==> config.mk <==
export PLATFORM = sky130hd
export DESIGN_NAME = intermit_fault_inj
export DESIGN_NICKNAME = d
export VERILOG_FILES = /design/src/rtl/intermit_pkg.sv /design/src/rtl/intermit_ctrl.sv /design/src/rtl/intermit_datapath.sv /design/src/rtl/intermit_fault_inj.sv
export SDC_FILE = /design/constraint.sdc
export NUM_CORES = 1
export LEC_CHECK = 0
export BUFFER_PORTS_ARGS = -buffer_cell sky130_fd_sc_hd__buf_2
export CORE_MARGIN = 1
export CORE_UTILIZATION = 45
export DETAILED_ROUTE_END_ITERATION = 16
export HOLD_SLACK_MARGIN = 0.03
export PLACE_DENSITY = 0.76
export SLEW_MARGIN = 20
export SYNTH_ARGS = -nofsm -noshare
export SYNTH_HDL_FRONTEND = slang
export SYNTH_SLANG_ARGS = --single-unit
export TNS_END_PERCENT = 5
==> constraint.sdc <==
create_clock -name clk -period 1.8 [get_ports clk]
set_clock_uncertainty 0.1 [all_clocks]
set_input_delay 0.27 -clock clk [delete_from_list [all_inputs] [get_ports clk]]
set_output_delay 0.27 -clock clk [all_outputs]
set_load 0.01 [all_outputs]
==> src/rtl/intermit_pkg.sv <==
package intermit_pkg;
  typedef struct packed {
    logic loadSeed;
    logic drawNow;
    logic releaseNow;
  } ctrlStrobes_t;
endpackage

==> src/rtl/intermit_ctrl.sv <==
module intermit_ctrl
  import intermit_pkg::*;
(
  input  logic         clk,
  input  logic         rstN,
  input  logic         applyStart,
  input  logic         applyEnd,
  input  logic         seedLoad,
  output ctrlStrobes_t strobes,
  output logic         windowOpen
);

  always_comb begin
    strobes.loadSeed   = seedLoad;
    strobes.drawNow    = applyStart && !seedLoad;
    strobes.releaseNow = applyEnd && windowOpen && !strobes.drawNow;
  end

  always_ff @(posedge clk) begin
    if (!rstN) begin
      windowOpen <= 1'b0;
    end else if (strobes.drawNow) begin
      windowOpen <= 1'b1;
    end else if (strobes.releaseNow) begin
      windowOpen <= 1'b0;
    end
  end

  // an end strobe without a new start closes the window
  assert_end_closes_R5: assert property (@(posedge clk) disable iff (!rstN)
    (applyEnd && !applyStart) |=> !windowOpen);

  // a start that coincides with a seed load opens nothing
  assert_seed_drops_start_R9: assert property (@(posedge clk) disable iff (!rstN)
    (seedLoad && applyStart && !windowOpen) |=> !windowOpen);

endmodule

==> src/rtl/intermit_datapath.sv <==
module intermit_datapath
  import intermit_pkg::*;
#(
  parameter int unsigned BUS_W  = 8,
  parameter int unsigned RAND_W = 16,
  parameter int unsigned IDX_W  = 3,
  parameter logic [RAND_W-1:0] TAP_MASK      = 16'hB400,
  parameter logic [RAND_W-1:0] ZERO_SEED_SUB = 16'hACE1
) (
  input  logic              clk,
  input  logic              rstN,
  input  ctrlStrobes_t      strobes,
  input  logic [RAND_W-1:0] seedValue,
  input  logic [RAND_W-1:0] faultProb,
  input  logic              stuckVal,
  input  logic [IDX_W-1:0]  faultBit,
  input  logic [BUS_W-1:0]  busIn,
  output logic [BUS_W-1:0]  busOut,
  output logic              faultActive
);

  logic [RAND_W-1:0] lfsrQ;
  logic [RAND_W-1:0] lfsrNext;
  logic [IDX_W-1:0]  heldBit;
  logic              heldStuck;

  always_comb begin
    lfsrNext = {1'b0, lfsrQ[RAND_W-1:1]} ^ (lfsrQ[0] ? TAP_MASK : '0);
  end

  always_ff @(posedge clk) begin
    if (!rstN) begin
      lfsrQ <= ZERO_SEED_SUB;
    end else if (strobes.loadSeed) begin
      lfsrQ <= (seedValue == '0) ? ZERO_SEED_SUB : seedValue;
    end else if (strobes.drawNow) begin
      lfsrQ <= lfsrNext;
    end
  end

  always_ff @(posedge clk) begin
    if (!rstN) begin
      faultActive <= 1'b0;
      heldBit     <= '0;
      heldStuck   <= 1'b0;
    end else if (strobes.drawNow) begin
      faultActive <= (lfsrNext <= faultProb);
      heldBit     <= faultBit;
      heldStuck   <= stuckVal;
    end else if (strobes.releaseNow) begin
      faultActive <= 1'b0;
    end
  end

  for (genvar g = 0; g < BUS_W; g++) begin : gen_force
    assign busOut[g] = (faultActive && (heldBit == IDX_W'(g))) ? heldStuck : busIn[g];
  end

  // zero probability never faults, all-ones always does
  assert_zero_prob_R3: assert property (@(posedge clk) disable iff (!rstN)
    (strobes.drawNow && faultProb == '0) |=> !faultActive);
  assert_full_prob_R3: assert property (@(posedge clk) disable iff (!rstN)
    (strobes.drawNow && faultProb == '1) |=> faultActive);

  // fault held between strobes, dropped on release
  assert_hold_R5: assert property (@(posedge clk) disable iff (!rstN)
    (!strobes.drawNow && !strobes.releaseNow) |=> $stable(faultActive));
  assert_release_R5: assert property (@(posedge clk) disable iff (!rstN)
    strobes.releaseNow |=> !faultActive);

  // captured bit index does not move inside a window
  assert_bit_held_R4: assert property (@(posedge clk) disable iff (!rstN)
    !strobes.drawNow |=> $stable(heldBit));

  // generator never locks at zero
  assert_no_lockup_R7: assert property (@(posedge clk) disable iff (!rstN)
    lfsrQ != '0);

endmodule

==> src/rtl/intermit_fault_inj.sv <==
module intermit_fault_inj
  import intermit_pkg::*;
#(
  parameter int unsigned BUS_W  = 8,
  parameter int unsigned RAND_W = 16,
  parameter logic [RAND_W-1:0] TAP_MASK      = 16'hB400,
  parameter logic [RAND_W-1:0] ZERO_SEED_SUB = 16'hACE1,
  localparam int unsigned IDX_W = (BUS_W > 1) ? $clog2(BUS_W) : 1
) (
  input  logic              clk,
  input  logic              rstN,
  input  logic              applyStart,
  input  logic              applyEnd,
  input  logic              seedLoad,
  input  logic [RAND_W-1:0] seedValue,
  input  logic [RAND_W-1:0] faultProb,
  input  logic              stuckVal,
  input  logic [IDX_W-1:0]  faultBit,
  input  logic [BUS_W-1:0]  busIn,
  output logic [BUS_W-1:0]  busOut,
  output logic              faultActive
);

  ctrlStrobes_t strobes;
  logic         windowOpen;

  intermit_ctrl i_ctrl (
    .clk        (clk),
    .rstN       (rstN),
    .applyStart (applyStart),
    .applyEnd   (applyEnd),
    .seedLoad   (seedLoad),
    .strobes    (strobes),
    .windowOpen (windowOpen)
  );

  intermit_datapath #(
    .BUS_W         (BUS_W),
    .RAND_W        (RAND_W),
    .IDX_W         (IDX_W),
    .TAP_MASK      (TAP_MASK),
    .ZERO_SEED_SUB (ZERO_SEED_SUB)
  ) i_datapath (
    .clk         (clk),
    .rstN        (rstN),
    .strobes     (strobes),
    .seedValue   (seedValue),
    .faultProb   (faultProb),
    .stuckVal    (stuckVal),
    .faultBit    (faultBit),
    .busIn       (busIn),
    .busOut      (busOut),
    .faultActive (faultActive)
  );

  // at most the one faulted bit differs from the input bus
  assert_single_bit_R4: assert property (@(posedge clk) disable iff (!rstN)
    $countones(busOut ^ busIn) <= 1);

  // a fault only lives inside an open application
  assert_in_window_R5: assert property (@(posedge clk) disable iff (!rstN)
    faultActive |-> windowOpen);

endmodule

==> results.cfg <==
[clock_network]
postCtsSetupBuffers = 0
cts_tree = done
path_clk_slew_ns = 0.13
numCtsBuffers = 3
clock_latency_ns = 0.30
numClockSinks = 22
cts-root-buf = clkbuf_4
clock_path_buffers = 2
cts_max_level = 1

[routing]
dr.pass1.iters = 4
wire_per_inst_um = 12.0
antenna_left = 0
wirelength_um = 3560
drc = 0
vias_per_cell = 5.14
drtIter0Drc = 40
vias = 1528

[timing]
hold_viol_final = 0
setup_viol = 2
timing.final.max_slew_violations = 0
worst_slew_pin_slew_ns = 0.476
fmax_mhz = 552
relSlewSlack_pct = 68.3
rsz0062_at_grt = true
fin_crit_sh_pct = 101
worst_slack_ns = -0.0118
fin_crit_ns = 1.81

[synthesis]
synth_top_area_share_pct = 27.4
syn_nets = 257
yosys.cell_types.count = 31
netlist_instances = 192
synth-edff-count = 0
synth_flop_cell = dfxtp_1
avgSynthCellArea_um2 = 8.37
ys_seq_elements = 22
synthTopCellsByArea = dfxtp_1, ha_1, mux2_2, nand2_1, mux2i_1
syn-cell-area_mm2 = 0.00161
async_reset_ff_share_pct = 0
yosysWarnings = 0
ys_seq_area_share_pct = 27.4
synth_top_area_cell = dfxtp_1

[grt]
grt_pass1_vias = 1404
busiest_layer = met2
gr-usage-met2_pct = 37.0
grt_pass1_wl_um = 5940
grt_use_total_pct = 20.6
met1_usage_pct = 27.2
grt-ovfl-total = 0
grt_max_degree = 22
grt_use_met3_pct = 2.48
antenna_found_initial = 0

[cells_and_area]
nFillCells = 323
final_cell_mix = buf_2, nand2_1, inv_1, dfxtp_1, ha_1
nets = 317
final_util_pct = 60.9
area_delta_synth_final_pct = 28.5
diodes = 0
drive_above_1_share_pct = 38.2
postLayoutCellArea_mm2 = 0.00206
final_common_cell = buf_2

[floorplan]
die_h_um = 61.8
coreArea_mm2 = 0.00339
die_w_um = 61.8
die-area_mm2 = 0.00381
initial_core_util_pct = 47.4
num_rows = 21
ios = 58

[critical_path]
cp.required_ns = 1.43
critPathLaunchType = register
worstPathArrival_ns = 1.44
worstSetupPathType = reg -> out
critical_path_peak_fanout = 4
cp_slowest_cell = dfxtp_2
max_stage_delay_ns = 0.34
cp-end-kind = output pin
crit_chain = nand2b_4 > nor3b_2 > mux2_4 > buf_2

[min_path]
hold_class = in -> reg

[pwr]
p_clk_share_pct = 23.9
p_sw_share_pct = 30.1
p_comb_share_pct = 29.2
internal_power_mw = 0.821
pwr-share-seq_pct = 46.9
leakage_nw = 0.971
p_switching_mw = 0.354
max-vdd-ir-drop_mv = 0.364
power.density_mw_per_mm2 = 569

[run_status]
violations = negative setup slack
outcome = finished, violations left

[job]
maxCapViolations = 0

[placed_design]
post-dp-hpwl_um = 2760
placed_cell_area_mm2 = 0.00197
io_buffers = 57
dp_slack_ns = -0.0946
gp_congestion = 0.771
-- flip-flops by register name (all words and copies together) (netlist names) --
signal                  flops
i_datapath.faultActive      1
i_ctrl.windowOpen           1
i_datapath.heldStuck        1
i_datapath.heldBit          3
i_datapath.lfsrQ           16
-- repair_timing --
item,in CTS,in global routing
resized for setup,8,11
hold buffers,0,0
pin swaps,0,2
cloned,0,0
endpoints found under the setup margin,7,8
-- stage by stage --
step	hold slack [ns]	power [mW]	TNS [ns]	cells
floorplan	0.315	0.763	0	192
global placement	0.373	0.885	-0.0634	293
detailed placement	0.376	0.891	-0.155	293
CTS	0.0922	1.18	-0.0584	297
global route	0.0875	1.26	-0.260	297
finish	0.0906	1.18	-0.0167	297
-- area by class of cell --
type                    count  area, µm²  share of cell area, %
multi-input cells         144       1110                   53.7
flip-flops and latches     22        454                   22.0
repair buffers             64        344                   16.7
inverters                  17       63.8                   3.09
well taps                  46       57.6                   2.79
clock buffers               4       36.3                   1.76
-- metal layers --
layer,routed length [µm],vias to the layer above
met5,0,-
met4,26,0
met3,120,4
met2,1690,36
met1,1720,690
li1,-,798
-- kinds of logic (layout without fill, tap and decap cells) --
| family | Yosys count | count (layout) | synth area share (%) |
|---|---|---|---|
| muxes | 21 | 21 | 14.1 |
| xor gates and xnor gates | 3 | 3 | 1.64 |
| buffers and inverters | 26 | 85 | 6.07 |
| adders and majority gates | 16 | 16 | 12.5 |
| and+or+nand+nor | 62 | 62 | 20.8 |
| DFF | 22 | 22 | 27.4 |
| AOI/OAI and AO/OA | 42 | 42 | 17.5 |
-- path summary, 6_finish.rpt --
path              depth (start not counted)  slack (ns)                   from                     end
hold / removal                            3        0.09            faultBit[2]   i_datapath.heldBit[2]
setup / recovery                          4       -0.01  i_datapath.heldBit[2]               busOut[1]
hold reg to reg                           2        0.39      i_ctrl.windowOpen       i_ctrl.windowOpen
setup reg to reg                          6        0.10    i_datapath.lfsrQ[0]  i_datapath.faultActive
-- power by group through the flow --
stage	clock network [mW]	logic, mW	registers (mW)
finish	0.281	0.343	0.551
global placement	0	0.326	0.559
global route	0.310	0.389	0.556
CTS	0.290	0.339	0.552
detailed placement	0	0.331	0.560
floorplan	0	0.210	0.553
-- synth_stat cells (2+ instances only) --
library cell	number
nor3b_1	2
nor2_1	5
clkbuf_1	9
mux2_2	13
and2_1	8
o21a_1	3
inv_1	17
xor2_1	3
nand4_1	5
o22ai_1	7
ha_1	16
nand4b_1	2
o21ai_0	10
o21ai_1	2
nor2b_1	4
nand2_1	25
a21oi_1	6
a21boi_0	6
mux2i_1	8
o211ai_1	2
or4_4	3
nand2b_1	3
a211oi_1	4
dfxtp_1	22
-- worst max-delay path: cells and delay by family (launching register included) --
| kind | cells | cell delay, ns |
|---|---|---|
| buf+inv | 1 | 0.14 |
| flops | 1 | 0.34 |
| mux | 1 | 0.31 |
| simple gates | 2 | 0.34 |
Power figures use the tool's default switching activity.
